File: src/rtl/opu_pkg.sv
package opu_pkg;
   localparam int INSTR_W  = 16;
   localparam int REG_AW   = 3;
   localparam int NREG     = 1 << REG_AW;
   localparam int IMM_W    = 5;
   localparam int OPC_MSB  = 15;
   localparam int OPC_LSB  = 12;
   localparam int DST_LSB  = 9;
   localparam int SA_LSB   = 6;
   localparam int SB_LSB   = 0;
   localparam int IMM_SEL  = 5;

   typedef enum logic [3:0] {
      OPC_BR  = 4'b0000,
      OPC_ADD = 4'b0001,
      OPC_AND = 4'b0101,
      OPC_NOT = 4'b1001
   } opc_e;

   typedef enum logic [1:0] {
      FN_ADD = 2'd0,
      FN_AND = 2'd1,
      FN_NOT = 2'd2
   } alu_fn_e;

   typedef struct packed {
      logic n;
      logic z;
      logic p;
   } cc_t;

   localparam cc_t CC_RESET = '{n: 1'b0, z: 1'b1, p: 1'b0};
endpackage

File: src/rtl/opu_decode.sv
module opu_decode
   import opu_pkg::*;
#(
   parameter int DATA_W = 16
) (
   input  logic                valid,
   input  logic [INSTR_W-1:0]  word,
   output logic                op_we,
   output alu_fn_e             fn,
   output logic [REG_AW-1:0]   dst,
   output logic [REG_AW-1:0]   sa,
   output logic [REG_AW-1:0]   sb,
   output logic                use_imm,
   output logic [DATA_W-1:0]   imm,
   output logic                is_br,
   output logic [2:0]          mask
);
   logic [3:0] opc;

   assign opc  = word[OPC_MSB:OPC_LSB];
   assign dst  = word[DST_LSB +: REG_AW];
   assign sa   = word[SA_LSB +: REG_AW];
   assign sb   = word[SB_LSB +: REG_AW];
   assign mask = word[DST_LSB +: 3];
   assign imm  = {{(DATA_W-IMM_W){word[IMM_W-1]}}, word[IMM_W-1:0]};

   always_comb begin
      op_we   = 1'b0;
      fn      = FN_ADD;
      use_imm = 1'b0;
      is_br   = 1'b0;
      case (opc)
         OPC_ADD: begin
            op_we   = valid;
            fn      = FN_ADD;
            use_imm = word[IMM_SEL];
         end
         OPC_AND: begin
            op_we   = valid;
            fn      = FN_AND;
            use_imm = word[IMM_SEL];
         end
         OPC_NOT: begin
            op_we   = valid;
            fn      = FN_NOT;
         end
         OPC_BR: begin
            is_br   = valid;
         end
         default: begin
            op_we   = 1'b0;
         end
      endcase
   end
endmodule

File: src/rtl/opu_regfile.sv
module opu_regfile
   import opu_pkg::*;
#(
   parameter int DATA_W = 16
) (
   input  logic               clk,
   input  logic               rst_n,
   input  logic [REG_AW-1:0]  ra,
   input  logic [REG_AW-1:0]  rb,
   output logic [DATA_W-1:0]  rd_a,
   output logic [DATA_W-1:0]  rd_b,
   input  logic               ld_we,
   input  logic [REG_AW-1:0]  ld_dst,
   input  logic [DATA_W-1:0]  ld_data,
   input  logic               op_we,
   input  logic [REG_AW-1:0]  op_dst,
   input  logic [DATA_W-1:0]  op_data
);
   logic [NREG-1:0][DATA_W-1:0] q;

   // older load result is forwarded to a same-cycle operand read
   assign rd_a = (ld_we && ld_dst == ra) ? ld_data : q[ra];
   assign rd_b = (ld_we && ld_dst == rb) ? ld_data : q[rb];

   always_ff @(posedge clk or negedge rst_n) begin
      if (!rst_n) begin
         q <= '0;
      end else begin
         for (int r = 0; r < NREG; r++) begin
            if (op_we && op_dst == REG_AW'(r)) begin
               q[r] <= op_data;
            end else if (ld_we && ld_dst == REG_AW'(r)) begin
               q[r] <= ld_data;
            end
         end
      end
   end
endmodule

File: src/rtl/opu_alu.sv
module opu_alu
   import opu_pkg::*;
#(
   parameter int DATA_W     = 16,
   parameter bit RIPPLE_ADD = 1'b0
) (
   input  alu_fn_e            fn,
   input  logic [DATA_W-1:0]  a,
   input  logic [DATA_W-1:0]  b,
   output logic [DATA_W-1:0]  y
);
   logic [DATA_W-1:0] sum;

   if (RIPPLE_ADD) begin : g_ripple
      logic [DATA_W-1:0] c;
      assign c[0] = 1'b0;
      for (genvar i = 0; i < DATA_W; i++) begin : g_bit
         assign sum[i] = a[i] ^ b[i] ^ c[i];
         if (i < DATA_W - 1) begin : g_carry
            assign c[i+1] = (a[i] & b[i]) | (c[i] & (a[i] ^ b[i]));
         end
      end
   end else begin : g_behav
      assign sum = a + b;
   end

   always_comb begin
      case (fn)
         FN_ADD:  y = sum;
         FN_AND:  y = a & b;
         FN_NOT:  y = ~a;
         default: y = sum;
      endcase
   end
endmodule

File: src/rtl/opu_ccreg.sv
module opu_ccreg
   import opu_pkg::*;
#(
   parameter int DATA_W = 16
) (
   input  logic               clk,
   input  logic               rst_n,
   input  logic               op_we,
   input  logic [DATA_W-1:0]  op_val,
   input  logic               ld_we,
   input  logic [DATA_W-1:0]  ld_val,
   output cc_t                cc
);
   logic [DATA_W-1:0] src;
   cc_t               nxt;

   // the younger operate result wins over a same-cycle load
   assign src   = op_we ? op_val : ld_val;
   assign nxt.n = src[DATA_W-1];
   assign nxt.z = (src == '0);
   assign nxt.p = !src[DATA_W-1] && (src != '0);

   always_ff @(posedge clk or negedge rst_n) begin
      if (!rst_n) begin
         cc <= CC_RESET;
      end else if (op_we || ld_we) begin
         cc <= nxt;
      end
   end
endmodule

File: src/rtl/opu_cc_unit.sv
module opu_cc_unit
   import opu_pkg::*;
#(
   parameter int DATA_W     = 16,
   parameter bit RIPPLE_ADD = 1'b0
) (
   input  logic               clk,
   input  logic               rst_n,
   input  logic               op_valid,
   input  logic [15:0]        op_word,
   input  logic               ld_valid,
   input  logic [2:0]         ld_dst,
   input  logic [DATA_W-1:0]  ld_data,
   output logic               wb_valid,
   output logic [2:0]         wb_dst,
   output logic [DATA_W-1:0]  wb_data,
   output logic [2:0]         cc,
   output logic               br_taken
);
   if (DATA_W <= IMM_W) begin : g_bad_width
      $error("opu_cc_unit: DATA_W must exceed the immediate width");
   end
   if (INSTR_W != 16 || REG_AW != 3) begin : g_bad_fmt
      $error("opu_cc_unit: instruction field layout mismatch");
   end

   logic              op_we;
   alu_fn_e           fn;
   logic [2:0]        dst, sa, sb, mask;
   logic              use_imm, is_br;
   logic [DATA_W-1:0] imm, rd_a, rd_b, opnd_b, res;
   cc_t               ccq;

   opu_decode #(.DATA_W(DATA_W)) u_dec (
      .valid(op_valid), .word(op_word), .op_we(op_we), .fn(fn),
      .dst(dst), .sa(sa), .sb(sb), .use_imm(use_imm), .imm(imm),
      .is_br(is_br), .mask(mask)
   );

   opu_regfile #(.DATA_W(DATA_W)) u_rf (
      .clk(clk), .rst_n(rst_n), .ra(sa), .rb(sb), .rd_a(rd_a), .rd_b(rd_b),
      .ld_we(ld_valid), .ld_dst(ld_dst), .ld_data(ld_data),
      .op_we(op_we), .op_dst(dst), .op_data(res)
   );

   assign opnd_b = use_imm ? imm : rd_b;

   opu_alu #(.DATA_W(DATA_W), .RIPPLE_ADD(RIPPLE_ADD)) u_alu (
      .fn(fn), .a(rd_a), .b(opnd_b), .y(res)
   );

   opu_ccreg #(.DATA_W(DATA_W)) u_cc (
      .clk(clk), .rst_n(rst_n), .op_we(op_we), .op_val(res),
      .ld_we(ld_valid), .ld_val(ld_data), .cc(ccq)
   );

   always_ff @(posedge clk or negedge rst_n) begin
      if (!rst_n) begin
         wb_valid <= 1'b0;
         wb_dst   <= '0;
         wb_data  <= '0;
      end else begin
         wb_valid <= op_we;
         if (op_we) begin
            wb_dst  <= dst;
            wb_data <= res;
         end
      end
   end

   assign cc       = ccq;
   assign br_taken = is_br && ((mask & ccq) != 3'b000);
endmodule

File: config.mk
export PLATFORM = sky130hd
export DESIGN_NAME = opu_cc_unit
export DESIGN_NICKNAME = d
export VERILOG_FILES = /design/src/rtl/opu_pkg.sv /design/src/rtl/opu_decode.sv /design/src/rtl/opu_regfile.sv /design/src/rtl/opu_alu.sv /design/src/rtl/opu_ccreg.sv /design/src/rtl/opu_cc_unit.sv
export SDC_FILE = /design/constraint.sdc
export NUM_CORES = 1
export LEC_CHECK = 0
export BUFFER_PORTS_ARGS = -buffer_cell sky130_fd_sc_hd__buf_2
export CORE_ASPECT_RATIO = 1.4
export CORE_MARGIN = 2
export CORE_UTILIZATION = 26
export CTS_BUF_LIST = sky130_fd_sc_hd__clkbuf_4 sky130_fd_sc_hd__clkbuf_8
export CTS_CLUSTER_SIZE = 10
export DETAILED_ROUTE_END_ITERATION = 10
export PLACE_DENSITY = 0.41
export SETUP_SLACK_MARGIN = 0.4
export SLEW_MARGIN = 15
export SYNTH_ARGS = -nofsm -noshare
export SYNTH_HDL_FRONTEND = slang
export SYNTH_SLANG_ARGS = --single-unit
File: constraint.sdc
create_clock -name clk -period 4.1 [get_ports clk]
set_clock_uncertainty 0.15 [all_clocks]
set_input_delay 0.41 -clock clk [delete_from_list [all_inputs] [get_ports clk]]
set_output_delay 0.41 -clock clk [all_outputs]
set_load 0.05 [all_outputs]
==> flow_metrics.py <==
metrics = {
    "finish": {
        "drive_gt1_share_pct": 33.3,
        "syn2layout_area_growth_pct": 27.2,
        "n_fill_cell": 4214,
        "final_nets": 1352,
        "final_core_util_pct": 33.4,
    },
    "cts": {
        "clk_pin_slew_ns": 0.09,
        "clock-root-buffer": "clkbuf_8",
        "cts_tree": "built",
        "htreeDepth": 4,
        "cts_buffers": 17,
        "clock_latency_ns": 0.50,
        "clock-sinks": 151,
        "clk_path_buf_depth": 2,
    },
    "critical_path": {
        "cp.depth": 18,
        "end_kind": "flip-flop",
        "reg2reg_depth": 15,
        "worst_r2r_endpoint": "u_cc.cc[0]",
        "r2r_slack_ns": 0.25,
        "crit_path_top_delay_cell": "or3b_4",
        "crit_buf_inv": 5,
        "reg2reg_from": "u_rf.q[59]",
        "arrival_ns": 4.09,
        "crit_required_ns": 4.33,
        "crit_chain": "buf_2 > buf_4 > mux2i_1 > a221o_1 > o21ai_1 > ha_2 > inv_2 > fa_2 > nor2b_4 > o2111a_2 > buf_6 > o311ai_4 > buf_4 > a21oi_2 > xnor2_1 > a22oi_2 > or3b_4 > a2bb2oi_1",
        "startpoint_type": "primary input",
        "cpMostUsedCell": "buf_4",
        "critPathKind": "primary input to flip-flop",
        "max_stage_delay_ns": 0.43,
        "worstPathMaxFanout": 8,
        "crit_family": "compound AO/OA/AOI/OAI gates",
    },
    "sta": {
        "max_slew.worst_pin.slew_ns": 0.892,
        "finalCritPeriodShare_pct": 94.0,
        "finalHoldViolCount": 0,
        "relSlewSlack_pct": 40.3,
        "setup_viol": 0,
        "rsz0062_at_grt": "true",
        "finalWorstSetupSlack_ns": 0.246,
        "setup_tns_ns": 0,
        "fmax_mhz": 259,
        "fin_crit_ns": 3.85,
        "final_max_slew_viol_count": 0,
        "whs_ns": 0.0912,
    },
    "synthesis": {
        "ys_seq_elements": 151,
        "syn_avg_cell_area_sq_um": 9.34,
        "synth_cells": 1134,
        "async_reset_ff_share_pct": 100,
        "ys_seq_area_share_pct": 35.7,
        "synthFlopType": "dfrtp_1",
        "synth-edff-count": 0,
        "syn-cell-area_sq_um": 10600,
        "yosysWarnings": 0,
        "syn_nets": 1192,
        "synth.distinct_cells": 64,
    },
    "placed_design": {
        "place_congestion": 0.867,
        "dp_hpwl_mm": 31.0,
        "port_buffers": 62,
        "pre_cts_slack_ns": -0.310,
    },
    "grt": {
        "gr-total-overflow": 0,
        "grt_antenna_before_repair": 1,
        "grt.total_usage_pct": 20.6,
        "grt_pass1_vias": 9694,
        "grt_pass1_wl_mm": 64.7,
        "grt_max_degree": 68,
    },
    "floorplan": {
        "die_w_um": 175,
        "num_io_pins": 63,
        "row_count": 87,
        "dieArea_sq_um": 42400,
        "coreArea_sq_um": 40300,
        "start_util_pct": 26.3,
        "die_h_um": 243,
    },
    "min_path": {
        "hold_start": "op_word[9]",
        "min_to": "wb_dst[0]",
        "hold_class": "primary input to flip-flop",
        "holdPathStages": 3,
    },
    "detailed_routing": {
        "met3_length_mm": 1.87,
        "drtIter0Drc": 639,
        "post_drt_wl_per_cell_um": 23.4,
        "post_drt_via_cell_ratio": 5.15,
        "vias": 9489,
        "drc": 0,
        "drt-met1-wl_mm": 19.1,
        "antenna_left": 0,
        "top_layer_used": "met4",
        "dr.pass1.iters": 5,
        "dr_wl_met2_mm": 21.3,
        "wirelength_mm": 43.1,
    },
    "power": {
        "power_density_nw_per_um2": 601,
        "leakagePower_nw": 5.81,
        "ir_worst_vdd_mv": 0.205,
        "totalPowerFinal_mw": 8.10,
    },
    "status": {
        "status": "complete, no violations",
    },
    "job": {
        "drv_cap": 0,
    },
}
-- per-layer routing --
layer | GRT usage, % | vias to the layer above
met5 | 0 | -
met4 | 5.64 | 0
met3 | 3.26 | 45
met2 | 35.2 | 247
met1 | 27.0 | 4784
li1 | - | 4413
-- synth_stat cells, types with 9 or more instances --
cell / n / share of area (%)
nand4_1: 9 / 0.53
ha_1: 18 / 2.1
a211oi_1: 16 / 1.1
nand3_1: 23 / 1.1
nand2_1: 176 / 6.2
clkbuf_1: 85 / 3.0
mux4_2: 53 / 11
o21ai_0: 117 / 5.5
nor2b_1: 21 / 1.2
a21oi_1: 98 / 4.6
nor2_1: 78 / 2.8
dfrtp_1: 150 / 35
mux2i_1: 110 / 10
mux2_2: 29 / 3.1
xnor2_1: 11 / 0.91
inv_1: 14 / 0.50
-- area by class of cell --
cell class | instances | area [sq um] | area share [%]
sequential | 151 | 3780 | 28.1
multi-input combinational | 863 | 6670 | 49.5
timing repair buffer | 244 | 1870 | 13.9
clock buffer | 20 | 263 | 1.95
inverter | 17 | 63.8 | 0.474
clock inverter | 11 | 151 | 1.12
tap | 534 | 668 | 4.96
antenna | 1 | 2.50 | 0.0186
-- how the worst max path moves through the flow --
stage	from	endpoint	slack, ns
4_1_cts	u_rf.q[34]	u_cc.cc[0]	0.20
3_3_place_gp	op_word[8]	u_cc.cc[0]	-0.26
3_5_place_dp	op_word[7]	u_cc.cc[0]	-0.31
5_1_grt	u_rf.q[124]	u_cc.cc[0]	0.05
6_report	op_word[8]	u_cc.cc[0]	0.25
2_1_floorplan	op_word[0]	u_cc.cc[0]	0.07
-- layout by cell type, fill, tap and decap left out, types with 4 or more instances in the layout --
cell type	Yosys	routed
a211oi_1	16	15
a21o_1	4	4
a21oi_1	98	88
a21oi_2	0	10
a221oi_1	4	4
a22oi_1	6	6
a31oi_1	6	4
buf_12	0	12
buf_2	1	61
buf_4	4	160
buf_6	7	9
clkbuf_8	0	18
clkinvlp_4	0	4
dfrtp_1	150	150
ha_1	18	10
ha_4	0	5
inv_1	14	13
mux2_2	29	28
mux2i_1	110	107
mux4_2	53	54
nand2_1	176	168
nand2_2	0	7
nand2b_1	4	4
nand3_1	23	20
nand4_1	9	9
nand4b_1	4	4
nor2_1	78	70
nor2_2	0	4
nor2_4	0	4
nor2b_1	21	20
nor4_1	5	4
o211ai_1	4	4
o21a_1	5	5
o21ai_0	117	100
o21ai_1	2	15
o21ai_2	0	4
xnor2_1	11	11
xor2_1	6	5
-- sequential cells by signal (all words and copies together) (netlist names) --
signal    flops
wb_data      16
wb_dst        3
u_rf.q      128
u_cc.cc       3
wb_valid      1
-- kinds of logic after synthesis --
| family | synth area share, % |
|---|---|
| simple gates | 14.4 |
| compound gates | 15.8 |
| mux | 25.5 |
| flops | 35.7 |
| buf+inv | 4.94 |
| fa+ha+maj | 2.32 |
| xor+xnor | 1.41 |
-- worst min-delay path, stage by stage --
cell,delay [ns]
buf_2,0.17
nand2_1,0.07
nand2_1,0.04
-- stage by stage --
step / std cells / area, sq um
after floorplan: 1134 / 10800
after global placement: 1791 / 12600
after detailed placement: 1791 / 12600
after CTS: 1833 / 13200
after global routing: 1841 / 13500
final: 1841 / 13500
-- power by group --
group          switching [mW]  leakage (nW)  internal, mW  total, mW
combinational            2.49          3.80          2.02       4.51
sequential              0.384          1.81          1.96       2.34
clock                   0.622         0.198         0.628       1.25
-- timing repair --
action,4_1_cts,5_1_grt
pin swaps,22,19
setup buffers,9,6
gates cloned,1,1
hold buffers,1,0
setup endpoints to repair,21,42
resized for setup,21,61
hold endpoints to repair,64,0
(Power assumes the default switching activity.)
